===== src/rtl/doe_mbx_pkg.sv =====
package doe_mbx_pkg;
  localparam int DW    = 32;
  localparam int LEN_W = 18;

  localparam logic [1:0] A_CTRL   = 2'd0;
  localparam logic [1:0] A_STATUS = 2'd1;
  localparam logic [1:0] A_WMBX   = 2'd2;
  localparam logic [1:0] A_RMBX   = 2'd3;

  localparam int C_GO    = 0;
  localparam int C_ABORT = 1;

  typedef struct packed {
    logic abort_pend;
    logic error;
    logic busy;
    logic ready;
  } mbx_stat_t;
endpackage


===== src/rtl/doe_mbx_fifo.sv =====
module doe_mbx_fifo #(
  parameter int W     = 32,
  parameter int DEPTH = 8
) (
  input  logic                         clk,
  input  logic                         rst_n,
  input  logic                         flush,
  input  logic                         wr_en,
  input  logic [W-1:0]                 wr_data,
  input  logic                         rd_en,
  output logic [W-1:0]                 rd_data,
  output logic                         empty,
  output logic                         full,
  output logic [$clog2(DEPTH+1)-1:0]   count
);
  localparam int AW = $clog2(DEPTH);
  localparam int CW = $clog2(DEPTH+1);

  logic [W-1:0]  mem [DEPTH];
  logic [AW-1:0] wptr_q, wptr_d, rptr_q, rptr_d;
  logic [CW-1:0] cnt_q, cnt_d;
  logic          do_wr, do_rd;

  assign empty   = (cnt_q == '0);
  assign full    = (cnt_q == CW'(DEPTH));
  assign count   = cnt_q;
  assign rd_data = mem[rptr_q];
  assign do_wr   = wr_en && !full && !flush;
  assign do_rd   = rd_en && !empty && !flush;

  always_comb begin
    wptr_d = wptr_q;
    rptr_d = rptr_q;
    cnt_d  = cnt_q;
    if (flush) begin
      wptr_d = '0;
      rptr_d = '0;
      cnt_d  = '0;
    end else begin
      if (do_wr) wptr_d = wptr_q + AW'(1);
      if (do_rd) rptr_d = rptr_q + AW'(1);
      case ({do_wr, do_rd})
        2'b10:   cnt_d = cnt_q + CW'(1);
        2'b01:   cnt_d = cnt_q - CW'(1);
        default: cnt_d = cnt_q;
      endcase
    end
  end

  always_ff @(posedge clk or negedge rst_n) begin
    if (!rst_n) begin
      wptr_q <= '0;
      rptr_q <= '0;
      cnt_q  <= '0;
    end else begin
      wptr_q <= wptr_d;
      rptr_q <= rptr_d;
      cnt_q  <= cnt_d;
    end
  end

  always_ff @(posedge clk) begin
    if (do_wr) mem[wptr_q] <= wr_data;
  end


  no_overflow_chk: assert property (@(posedge clk) disable iff (!rst_n)
    (wr_en && full && !rd_en && !flush) |=> (count == $past(count)));


  no_underflow_chk: assert property (@(posedge clk) disable iff (!rst_n)
    (rd_en && empty && !wr_en && !flush) |=> empty);
endmodule


===== src/rtl/doe_mbx_hdr_parse.sv =====
module doe_mbx_hdr_parse #(
  parameter int LEN_W = 18
) (
  input  logic             clk,
  input  logic             rst_n,
  input  logic             clear,
  input  logic             pop,
  input  logic [23:0]      data,
  output logic [15:0]      vendor,
  output logic [7:0]       otype,
  output logic [LEN_W:0]   len,
  output logic             valid
);
  logic [1:0]       idx_q, idx_d;
  logic [15:0]      ven_q, ven_d;
  logic [7:0]       typ_q, typ_d;
  logic [LEN_W:0]   len_q, len_d;

  always_comb begin
    idx_d = idx_q;
    ven_d = ven_q;
    typ_d = typ_q;
    len_d = len_q;
    if (clear) begin
      idx_d = 2'd0;
    end else if (pop) begin
      case (idx_q)
        2'd0: begin
          ven_d = data[15:0];
          typ_d = data[23:16];
          idx_d = 2'd1;
        end
        2'd1: begin
          len_d = (data[LEN_W-1:0] == '0) ? {1'b1, {LEN_W{1'b0}}}
                                          : {1'b0, data[LEN_W-1:0]};
          idx_d = 2'd2;
        end
        default: idx_d = idx_q;
      endcase
    end
  end

  always_ff @(posedge clk or negedge rst_n) begin
    if (!rst_n) begin
      idx_q <= '0;
      ven_q <= '0;
      typ_q <= '0;
      len_q <= '0;
    end else begin
      idx_q <= idx_d;
      ven_q <= ven_d;
      typ_q <= typ_d;
      len_q <= len_d;
    end
  end

  assign vendor = ven_q;
  assign otype  = typ_q;
  assign len    = len_q;
  assign valid  = (idx_q == 2'd2);


  zero_len_chk: assert property (@(posedge clk) disable iff (!rst_n)
    (pop && !clear && idx_q == 2'd1 && data[LEN_W-1:0] == '0)
      |=> (len == {1'b1, {LEN_W{1'b0}}}) && valid);


  hdr1_take_chk: assert property (@(posedge clk) disable iff (!rst_n)
    (pop && !clear && idx_q == 2'd0) |=> (vendor == $past(data[15:0])));
endmodule


===== src/rtl/doe_mbx_resp_seq.sv =====
module doe_mbx_resp_seq #(
  parameter int DW    = 32,
  parameter int LEN_W = 18
) (
  input  logic             clk,
  input  logic             rst_n,
  input  logic             start,
  input  logic [15:0]      vendor,
  input  logic [7:0]       otype,
  input  logic [LEN_W-1:0] pl_dw,
  output logic             push,
  output logic [DW-1:0]    push_data
);
  logic             pend_q, pend_d;
  logic [LEN_W-1:0] h2_q, h2_d;

  always_comb begin
    pend_d = 1'b0;
    h2_d   = h2_q;
    if (start && !pend_q) begin
      pend_d = 1'b1;
      h2_d   = pl_dw + LEN_W'(2);
    end
  end

  always_ff @(posedge clk or negedge rst_n) begin
    if (!rst_n) begin
      pend_q <= 1'b0;
      h2_q   <= '0;
    end else begin
      pend_q <= pend_d;
      h2_q   <= h2_d;
    end
  end

  assign push      = start || pend_q;
  assign push_data = pend_q ? {{(DW-LEN_W){1'b0}}, h2_q}
                            : {{(DW-24){1'b0}}, otype, vendor};


  hdr2_follow_chk: assert property (@(posedge clk) disable iff (!rst_n)
    (start && !pend_q) |=> (push && push_data[LEN_W-1:0] == LEN_W'($past(pl_dw) + LEN_W'(2))));
endmodule


===== src/rtl/doe_mbx_ctrl.sv =====
module doe_mbx_ctrl
  import doe_mbx_pkg::*;
#(
  parameter int WF_DEPTH = 8,
  parameter int RF_DEPTH = 8
) (
  input  logic              clk,
  input  logic              rst_n,
  input  logic              host_wr_en,
  input  logic              host_rd_en,
  input  logic [1:0]        host_addr,
  input  logic [DW-1:0]     host_wr_data,
  output logic [DW-1:0]     host_rd_data,
  output logic              irq_go,
  output logic              irq_abort,
  input  logic              loc_rd_en,
  output logic [DW-1:0]     loc_rd_data,
  output logic              loc_wf_empty,
  output logic              loc_wf_full,
  input  logic              loc_wr_en,
  input  logic [DW-1:0]     loc_wr_data,
  output logic              loc_rf_empty,
  output logic              loc_rf_full,
  output logic [15:0]       req_vendor,
  output logic [7:0]        req_type,
  output logic [LEN_W:0]    req_len,
  output logic              req_hdr_valid,
  output logic              loc_abort_pend,
  input  logic              loc_accept,
  input  logic              loc_done,
  input  logic              loc_fail,
  input  logic              loc_abort_ack,
  input  logic              resp_hdr_en,
  input  logic [15:0]       resp_vendor,
  input  logic [7:0]        resp_type,
  input  logic [LEN_W-1:0]  resp_pl_dw
);
  localparam int WCW = $clog2(WF_DEPTH+1);
  localparam int RCW = $clog2(RF_DEPTH+1);

  mbx_stat_t st_q, st_d;
  logic      irq_go_q, irq_ab_q;

  logic go_hit, abort_hit, wmbx_wr, wf_ovf, rmbx_rd;
  logic fin_ok, fin_bad, fin_drop, rf_flush, parse_clr;
  logic seq_push, rf_wr_en;
  logic [DW-1:0]  seq_data, rf_wr_data, rf_head;
  logic [WCW-1:0] wf_cnt;
  logic [RCW-1:0] rf_cnt;

  // host strobe decode
  assign go_hit    = host_wr_en && host_addr == A_CTRL && host_wr_data[C_GO];
  assign abort_hit = host_wr_en && host_addr == A_CTRL && host_wr_data[C_ABORT];
  assign wmbx_wr   = host_wr_en && host_addr == A_WMBX;
  assign wf_ovf    = wmbx_wr && loc_wf_full;
  assign rmbx_rd   = host_rd_en && host_addr == A_RMBX && !loc_rf_empty;

  // completion outcomes
  assign fin_ok    = st_q.busy && loc_done && !st_q.abort_pend;
  assign fin_drop  = st_q.busy && loc_done && st_q.abort_pend;
  assign fin_bad   = st_q.busy && loc_fail;
  assign rf_flush  = abort_hit || fin_bad || fin_drop;
  assign parse_clr = abort_hit || (st_q.busy && (loc_done || loc_fail)) || loc_abort_ack;

  always_comb begin
    st_d = st_q;
    // abort pending
    if (abort_hit)          st_d.abort_pend = 1'b1;
    else if (loc_abort_ack) st_d.abort_pend = 1'b0;
    // busy
    if (loc_accept && !st_q.abort_pend && !abort_hit) st_d.busy = 1'b1;
    if (st_q.busy && (loc_done || loc_fail))          st_d.busy = 1'b0;
    if (loc_abort_ack)                                st_d.busy = 1'b0;
    // error
    if (wf_ovf)                                st_d.error = 1'b1;
    if (fin_bad && !st_q.abort_pend)           st_d.error = 1'b1;
    if (abort_hit)                             st_d.error = 1'b0;
    // ready
    if (st_q.ready && rmbx_rd && rf_cnt == RCW'(1)) st_d.ready = 1'b0;
    if (fin_ok)                                     st_d.ready = 1'b1;
    if (rf_flush)                                   st_d.ready = 1'b0;
  end

  always_ff @(posedge clk or negedge rst_n) begin
    if (!rst_n) begin
      st_q     <= '0;
      irq_go_q <= 1'b0;
      irq_ab_q <= 1'b0;
    end else begin
      st_q     <= st_d;
      irq_go_q <= go_hit;
      irq_ab_q <= abort_hit;
    end
  end

  assign irq_go         = irq_go_q;
  assign irq_abort      = irq_ab_q;
  assign loc_abort_pend = st_q.abort_pend;

  always_comb begin
    case (host_addr)
      A_STATUS: host_rd_data = {{(DW-4){1'b0}}, st_q};
      A_RMBX:   host_rd_data = rf_head;
      default:  host_rd_data = '0;
    endcase
  end

  doe_mbx_fifo #(.W(DW), .DEPTH(WF_DEPTH)) u_wfifo (
    .clk(clk), .rst_n(rst_n), .flush(abort_hit),
    .wr_en(wmbx_wr), .wr_data(host_wr_data),
    .rd_en(loc_rd_en), .rd_data(loc_rd_data),
    .empty(loc_wf_empty), .full(loc_wf_full), .count(wf_cnt)
  );

  doe_mbx_hdr_parse #(.LEN_W(LEN_W)) u_parse (
    .clk(clk), .rst_n(rst_n), .clear(parse_clr),
    .pop(loc_rd_en && !loc_wf_empty), .data(loc_rd_data[23:0]),
    .vendor(req_vendor), .otype(req_type), .len(req_len), .valid(req_hdr_valid)
  );

  doe_mbx_resp_seq #(.DW(DW), .LEN_W(LEN_W)) u_seq (
    .clk(clk), .rst_n(rst_n), .start(resp_hdr_en),
    .vendor(resp_vendor), .otype(resp_type), .pl_dw(resp_pl_dw),
    .push(seq_push), .push_data(seq_data)
  );

  assign rf_wr_en   = seq_push || loc_wr_en;
  assign rf_wr_data = seq_push ? seq_data : loc_wr_data;

  doe_mbx_fifo #(.W(DW), .DEPTH(RF_DEPTH)) u_rfifo (
    .clk(clk), .rst_n(rst_n), .flush(rf_flush),
    .wr_en(rf_wr_en), .wr_data(rf_wr_data),
    .rd_en(rmbx_rd), .rd_data(rf_head),
    .empty(loc_rf_empty), .full(loc_rf_full), .count(rf_cnt)
  );


  go_irq_chk: assert property (@(posedge clk) disable iff (!rst_n)
    go_hit |=> (irq_go && !$past(irq_go)) || (irq_go && $past(go_hit, 2)));


  abort_clr_chk: assert property (@(posedge clk) disable iff (!rst_n)
    abort_hit |=> (irq_abort && !host_rd_data_status_ready() && loc_wf_empty && loc_rf_empty && loc_abort_pend));


  fail_err_chk: assert property (@(posedge clk) disable iff (!rst_n)
    (fin_bad && !st_q.abort_pend && !abort_hit) |=> (st_q.error && !st_q.ready && !st_q.busy && loc_rf_empty));


  drop_chk: assert property (@(posedge clk) disable iff (!rst_n)
    fin_drop |=> (!st_q.ready && loc_rf_empty));


  ready_drain_chk: assert property (@(posedge clk) disable iff (!rst_n)
    (st_q.ready && rmbx_rd && rf_cnt == RCW'(1) && !fin_ok) |=> !st_q.ready);


  wf_flag_chk: assert property (@(posedge clk) disable iff (!rst_n)
    loc_wf_full |-> (wf_cnt == WCW'(WF_DEPTH)) && !loc_wf_empty);

  function automatic logic host_rd_data_status_ready();
    return st_q.ready || st_q.error;
  endfunction
endmodule


===== config.mk =====
export PLATFORM = sky130hd
export DESIGN_NAME = doe_mbx_ctrl
export DESIGN_NICKNAME = d
export VERILOG_FILES = /design/src/rtl/doe_mbx_pkg.sv /design/src/rtl/doe_mbx_fifo.sv /design/src/rtl/doe_mbx_hdr_parse.sv /design/src/rtl/doe_mbx_resp_seq.sv /design/src/rtl/doe_mbx_ctrl.sv
export SDC_FILE = /design/constraint.sdc
export NUM_CORES = 1
export LEC_CHECK = 0
export ABC_AREA = 1
export BUFFER_PORTS_ARGS = -buffer_cell sky130_fd_sc_hd__buf_2
export CORE_MARGIN = 4
export CORE_UTILIZATION = 53
export CTS_CLUSTER_SIZE = 8
export DETAILED_ROUTE_END_ITERATION = 6
export PLACE_DENSITY = 0.73
export SLEW_MARGIN = 20
export SYNTH_ARGS = -nofsm -noshare
export SYNTH_HDL_FRONTEND = slang
export SYNTH_SLANG_ARGS = --single-unit

===== constraint.sdc =====
create_clock -name clk -period 3.9 [get_ports clk]
set_clock_uncertainty 0.1 [all_clocks]
set_input_delay 0.975 -clock clk [delete_from_list [all_inputs] [get_ports clk]]
set_output_delay 0.975 -clock clk [all_outputs]
set_load 0.05 [all_outputs]

; After elaboration in Yosys (flattened, before gate mapping)
; Memory sizes are Yosys's and may differ from the RTL's.
; Cells that the tools add are included.
[totals]
in_bits = 119
memories = 2
mem_bits_rw = 512
output_inout_bits = 115
reg_bits = 90
elab_cells = 138
[classes]
reduce_logical = 61
n_bitwise = 1
eq_ne = 12
n_mux = 35
addsub = 9
[memory_table]
columns = name, words, width, rd, rd_clocked_by_memory_dff, write_ports, line
row1 = u_rfifo.mem, 8, 32, 1, 0, 1, doe_mbx_fifo.sv:19  ; logic [W-1:0] mem [DEPTH];
row2 = u_wfifo.mem, 8, 32, 1, 0, 1, doe_mbx_fifo.sv:19
[ops]
columns = cell, count
row1 = case mux 32 bit (2 select lines), 1
row2 = two-way mux 32 bit, 1
row3 = logical AND 1 bit, 26
row4 = two-way mux 24 bit, 1
row5 = two-way mux 3 bit, 8
row6 = two-way mux 19 bit, 1
row7 = adder 18 x 2 -> 18 bit (second input constant), 1
row8 = zero test 18 bit, 1
row9 = nonzero test 3 bit, 6
row10 = two-way mux 1 bit, 16
row11 = case mux 4 bit (2 select lines), 2
row12 = adder 3 x 1 -> 3 bit (second input constant), 4
row13 = nonzero test 2 bit, 6
row14 = == test 2 bit (second input constant), 5
row15 = adder 4 x 1 -> 4 bit (second input constant), 2
row16 = == test 2 x 1 -> 1 bit (second input constant), 4
row17 = == test 4 bit (second input constant), 2
row18 = zero test 1 bit, 8
row19 = zero test 4 bit, 2
row20 = two-way mux 4 bit, 2
row21 = subtractor 4 x 1 -> 4 bit (second input constant), 2
row22 = logical OR 1 bit, 7
row23 = AND reduction 3 bit, 2
row24 = == test 4 x 1 -> 1 bit (second input constant), 1
row25 = 5 further kinds, 7

; Depth between registers and ports, before layout
[depth]
depth_word = 10
mapped_depth = 14
ltp_nobuf = 13

; Modules after synthesis
; From an unflattened synthesis, not the netlist that was laid out.
[hier_totals]
cells_unflattened = 2345
area_unflattened_um2 = 25903.6
[modules_own_cells]
columns = mod, n_inst, area_each_um2, seq_area_each_um2, cells_per_inst
row1 = doe_mbx_fifo (u_rfifo), 1, 10679.0, 7937.6, 847
row2 = doe_mbx_fifo (u_wfifo), 1, 10674.0, 7937.6, 847
row3 = doe_mbx_hdr_parse, 1, 1835.5, 1126.1, 190
row4 = doe_mbx_resp_seq, 1, 1510.2, 475.5, 236
row5 = doe_mbx_ctrl, 1, 1204.9, 150.1, 225

; Worst setup path after synthesis
; No wires, ideal clock.
[synth_timing]
path_kind = input to register
from = input loc_done
to = memory u_rfifo.mem[0][0], enable pin
setup_time_ns = 0.421
arrival_ns = 3.136
required_time_ns = 3.379
setup_slack_ns = 0.243
path_buffers = 0
stages = 7
cell_sequence = nand2_1 o21ai_0 nor2_2 inv_1 nor2_1 nand2_1 nor2_1
[synth_via]
elab_chain_cells = 7
[synth_rtl]
columns = element, line
row1 = start: declaration, doe_mbx_ctrl.sv:30  ; input logic loc_done,
row2 = logical AND 1 bit (2 in a row), doe_mbx_ctrl.sv:60  ; assign fin_drop = st_q.busy && loc_done && st_q.abort_pend;
row3 = logical OR 1 bit, doe_mbx_ctrl.sv:62  ; assign rf_flush = abort_hit || fin_bad || fin_drop;
row4 = zero test 1 bit, doe_mbx_fifo.sv:28  ; assign do_wr = wr_en && !full && !flush;
row5 = logical AND 1 bit, doe_mbx_fifo.sv:28
row6 = two-way mux 1 bit, doe_mbx_fifo.sv:63  ; if (do_wr) mem[wptr_q] <= wr_data;
row7 = two-way mux 1 bit (implied by the code), doe_mbx_fifo.sv:63
row8 = end: declaration, doe_mbx_fifo.sv:19
; No other way between the ends.

; Worst setup path after layout
[layout_timing]
from = register u_wfifo.rptr_q[0]
to = output loc_rd_data[28]
[layout_via]
elab_chain_cells = 1
[layout_rtl]
columns = element, line
row1 = start: declaration, doe_mbx_fifo.sv:20  ; logic [AW-1:0] wptr_q, wptr_d, rptr_q, rptr_d;
row2 = start signal: assignment, doe_mbx_fifo.sv:57  ; rptr_q <= rptr_d;
row3 = memory read (8 x 32 bit), n/a
row4 = end: declaration, doe_mbx_ctrl.sv:17  ; output logic [DW-1:0] loc_rd_data,
; No other way between the ends.

==> impl_metrics.json <==
{
  "clk_pin_slew_ps": 50,
  "vias": 17570,
  "wirelength_um": 63880,
  "core_area_um2": 45670,
  "hold_viol": 0,
  "io_buffers": 233,
  "place_congestion": 0.8558,
  "synth_compound_area_share_pct": 9.773,
  "rsz0062_at_grt": "false",
  "synthMuxAreaShare_pct": 0,
  "die-area_um2": 50060,
  "synth_xor_area_share_pct": 0.4970,
  "setup_tns_ps": 0,
  "critPathRequiredTime_ps": 2820,
  "area_growth_pct": 19.06,
  "crit_top_cell": "nor2_1",
  "grt_overflow": 0,
  "grt_use_met3_pct": 5.766,
  "clock_sinks": 602,
  "arrival_ps": 2690,
  "die_w_um": 223.7,
  "setup_violations": 0,
  "drc_errors": 0,
  "fin_crit_sh_pct": 96.42,
  "async_reset_ff_share_pct": 14.95,
  "cp_cell_sequence": "clkinv_2 > buf_4 > nor2_1 > o22ai_1 > nor2_1 > a31oi_1 > buf_2",
  "dr.first_iter.drc_count": 1586,
  "p_leak_nw": 11.42,
  "crit_slowest_cell": "dfrtp_4",
  "cp_slowest_stage_delay_ps": 610,
  "htreeDepth": 3,
  "synth_top_area_share_pct": 62.32,
  "final_antenna_net_count": 0,
  "rows": 78,
  "start_kind": "flop",
  "io_pins": 234,
  "numCtsBuffers": 85,
  "wl_per_cell_um": 20.55,
  "p_per_area_nw_per_um2": 799.2,
  "peakVddDrop_mv": 0.9930,
  "worst-r2r-setup-slack_ps": 710,
  "grt_first_pass_wirelength_um": 97180,
  "ctsHoldBuffers": 0,
  "drt_pass1_iterations": 6,
  "root_buffer": "clkbuf_16",
  "gr-usage-all-layers_pct": 24.84,
  "relSlewSlack_pct": 45.32,
  "reg2reg_from": "u_seq.pend_q",
  "path_max_fanout": 50,
  "gr-max-usage-layer": "met2",
  "critPathKind": "flop to output port",
  "mappedNetlistArea_um2": 24670,
  "yosysTopAreaCell": "edfxtp_1",
  "synthFlopType": "edfxtp_1",
  "grt_antenna_before_repair": 17,
  "tightest_slew_ps": 820.2,
  "start_util_pct": 54.01,
  "drive_above_1_share_pct": 16.38,
  "cts_setup_buffers": 0,
  "dp_hpwl_um": 39090,
  "hold_path_class": "input pin to asynchronous set/reset pin",
  "synthAdderAreaFrac_pct": 0.5072,
  "grt_use_met1_pct": 31.57,
  "yosys-top-cells-area": "edfxtp_1 62%, dfrtp_1 9.1%, nand2_1 6.2%",
  "nNetsFinal": 2554,
  "cap_violations": 0,
  "cts_tree": "yes",
  "min_period_ps": 3760,
  "cts_buffer_depth": 3,
  "clk-insertion-delay-late_ps": 600,
  "syn_inst": 2176,
  "fp.dieH_um": 223.7,
  "ys_ff_latch": 602,
  "avgSynthCellArea_um2": 11.34,
  "grt_pass1_vias": 17270,
  "nFillCells": 3376,
  "yosysWarnings": 0,
  "synth_top_family_by_area": "simple AND/OR/NAND/NOR gates",
  "synthSimpleGateAreaFrac_pct": 14.01,
  "vias_per_cell": 5.652,
  "syn_nets": 2305,
  "fmax_mhz": 265.9,
  "grt_max_degree": 132,
  "startpoint": "u_wfifo.rptr_q[0]",
  "endpoint_kind": "output port",
  "ys_types": 33,
  "status": "complete, no violations",
  "whs_ps": 294.0,
  "grt_use_met2_pct": 42.31,
  "synth_edf_count": 512,
  "report.final.slew_viol_count": 0,
  "yosysSeqAreaShare_pct": 71.45
}
## metal layers
metal / vias up / wire [um]
met5: - / 78
met4: 12 / 1506
met3: 125 / 6398
met2: 889 / 32030
met1: 8436 / 23870
li1: 8110 / -
## critical path: cells and delay by family (launching register included)
family / cells / cell delay (ps)
AOI/OAI and AO/OA: 2 / 450
DFF: 1 / 610
buffers and inverters: 3 / 840
and+or+nand+nor: 2 / 160
## Yosys cell counts, types with 8 or more instances
master    count
o211ai_1      8
ha_1         10
o21ai_1      33
edfxtp_1    512
nand3_1      61
clkbuf_1     65
buf_2        27
inv_1       100
buf_4        10
nand2_1     407
xor2_1        8
o21ai_0     261
a21oi_1      11
a31oi_1      59
dfrtp_1      90
o22ai_1      52
inv_2         9
nor2_1      397
buf_1        12
## cells by family after synthesis
family                     count (synthesis)
and+or+nand+nor                          885
DFF                                      602
AOI/OAI and AO/OA                        439
buffers and inverters                    226
xor gates and xnor gates                  14
adders and majority gates                 10
## final cells by class
type	instances	area (um^2)	area share, %
clock inverter	4	43.79	0.1491
antenna	12	30.03	0.1022
inverter	111	422.9	1.440
sequential	602	17640	60.04
clock buffer	155	2475	8.426
multi-input combinational	1348	6238	21.24
timing repair buffer	277	1775	6.044
tap	600	750.7	2.556
## worst paths after layout
| check | to | cells past startpoint |
|---|---|---|
| max | loc_rd_data[28] | 7 |
| min in group clk | u_parse.len[11] | 2 |
| max reg2reg | u_rfifo.mem[2][11] | 7 |
| min | u_parse.otype[3] | 1 |
| max in group asynchronous | u_rfifo.rptr_q[0] | 2 |
| min reg2reg | u_parse.len[11] | 2 |
## cell usage in the layout (no fill, tap or decap), types with 8 or more instances in the layout
master / netlist / final
nor2_4: 1 / 17
o211ai_1: 8 / 8
ha_1: 10 / 10
xor2_1: 8 / 8
o22ai_1: 52 / 52
buf_2: 27 / 228
a31oi_1: 59 / 59
inv_2: 9 / 8
o21ai_0: 261 / 261
clkbuf_1: 65 / 66
dfrtp_1: 90 / 86
a21oi_1: 11 / 11
diode_2: 0 / 12
o21ai_1: 33 / 33
edfxtp_1: 512 / 512
buf_12: 0 / 18
nand3_1: 61 / 61
nor2_1: 397 / 380
nand2_1: 407 / 407
inv_1: 100 / 98
buf_4: 10 / 28
clkbuf_16: 0 / 90
## power by group
part           switching (mW)  total (mW)  internal, mW  leakage (nW)
registers               0.416        8.47          8.05          5.77
logic                    6.19        8.16          1.98          4.45
clock network            2.60        6.84          4.24          1.20
## state kept, by name, summed over array words and instances (netlist names)
signal / cells
u_seq.h2_q: 18
u_parse.vendor: 16
u_seq.pend_q: 1
u_parse.otype: 8
loc_abort_pend: 1
u_rfifo.rptr_q: 3
u_wfifo.mem: 256
st_q: 3
u_rfifo.count: 4
u_wfifo.wptr_q: 3
u_wfifo.count: 4
u_rfifo.mem: 256
irq_go: 1
irq_abort: 1
u_rfifo.wptr_q: 3
u_wfifo.rptr_q: 3
u_parse.len: 19
u_parse.idx_q: 2
## stage by stage
step                setup WS, ps  std cells  instance area (um^2)  total power [mW]  utilization [%]
finish                     139.7       3109                 29370             23.48            64.31
CTS                        30.71       3096                 29310             23.50            64.17
floorplan                  243.2       2176                 24670             14.15                -
detailed placement         558.4       2937                 26780             16.63            58.64
global placement           592.2       2937                 26780             16.45            58.64
global route               9.549       3102                 29360             24.61            64.27
## repair_timing
action                                  CTS  global route
endpoints found under the setup margin    1             9
gates resized for setup                   1             2
cloned                                    0             1
Power figures use the tool's default switching activity.
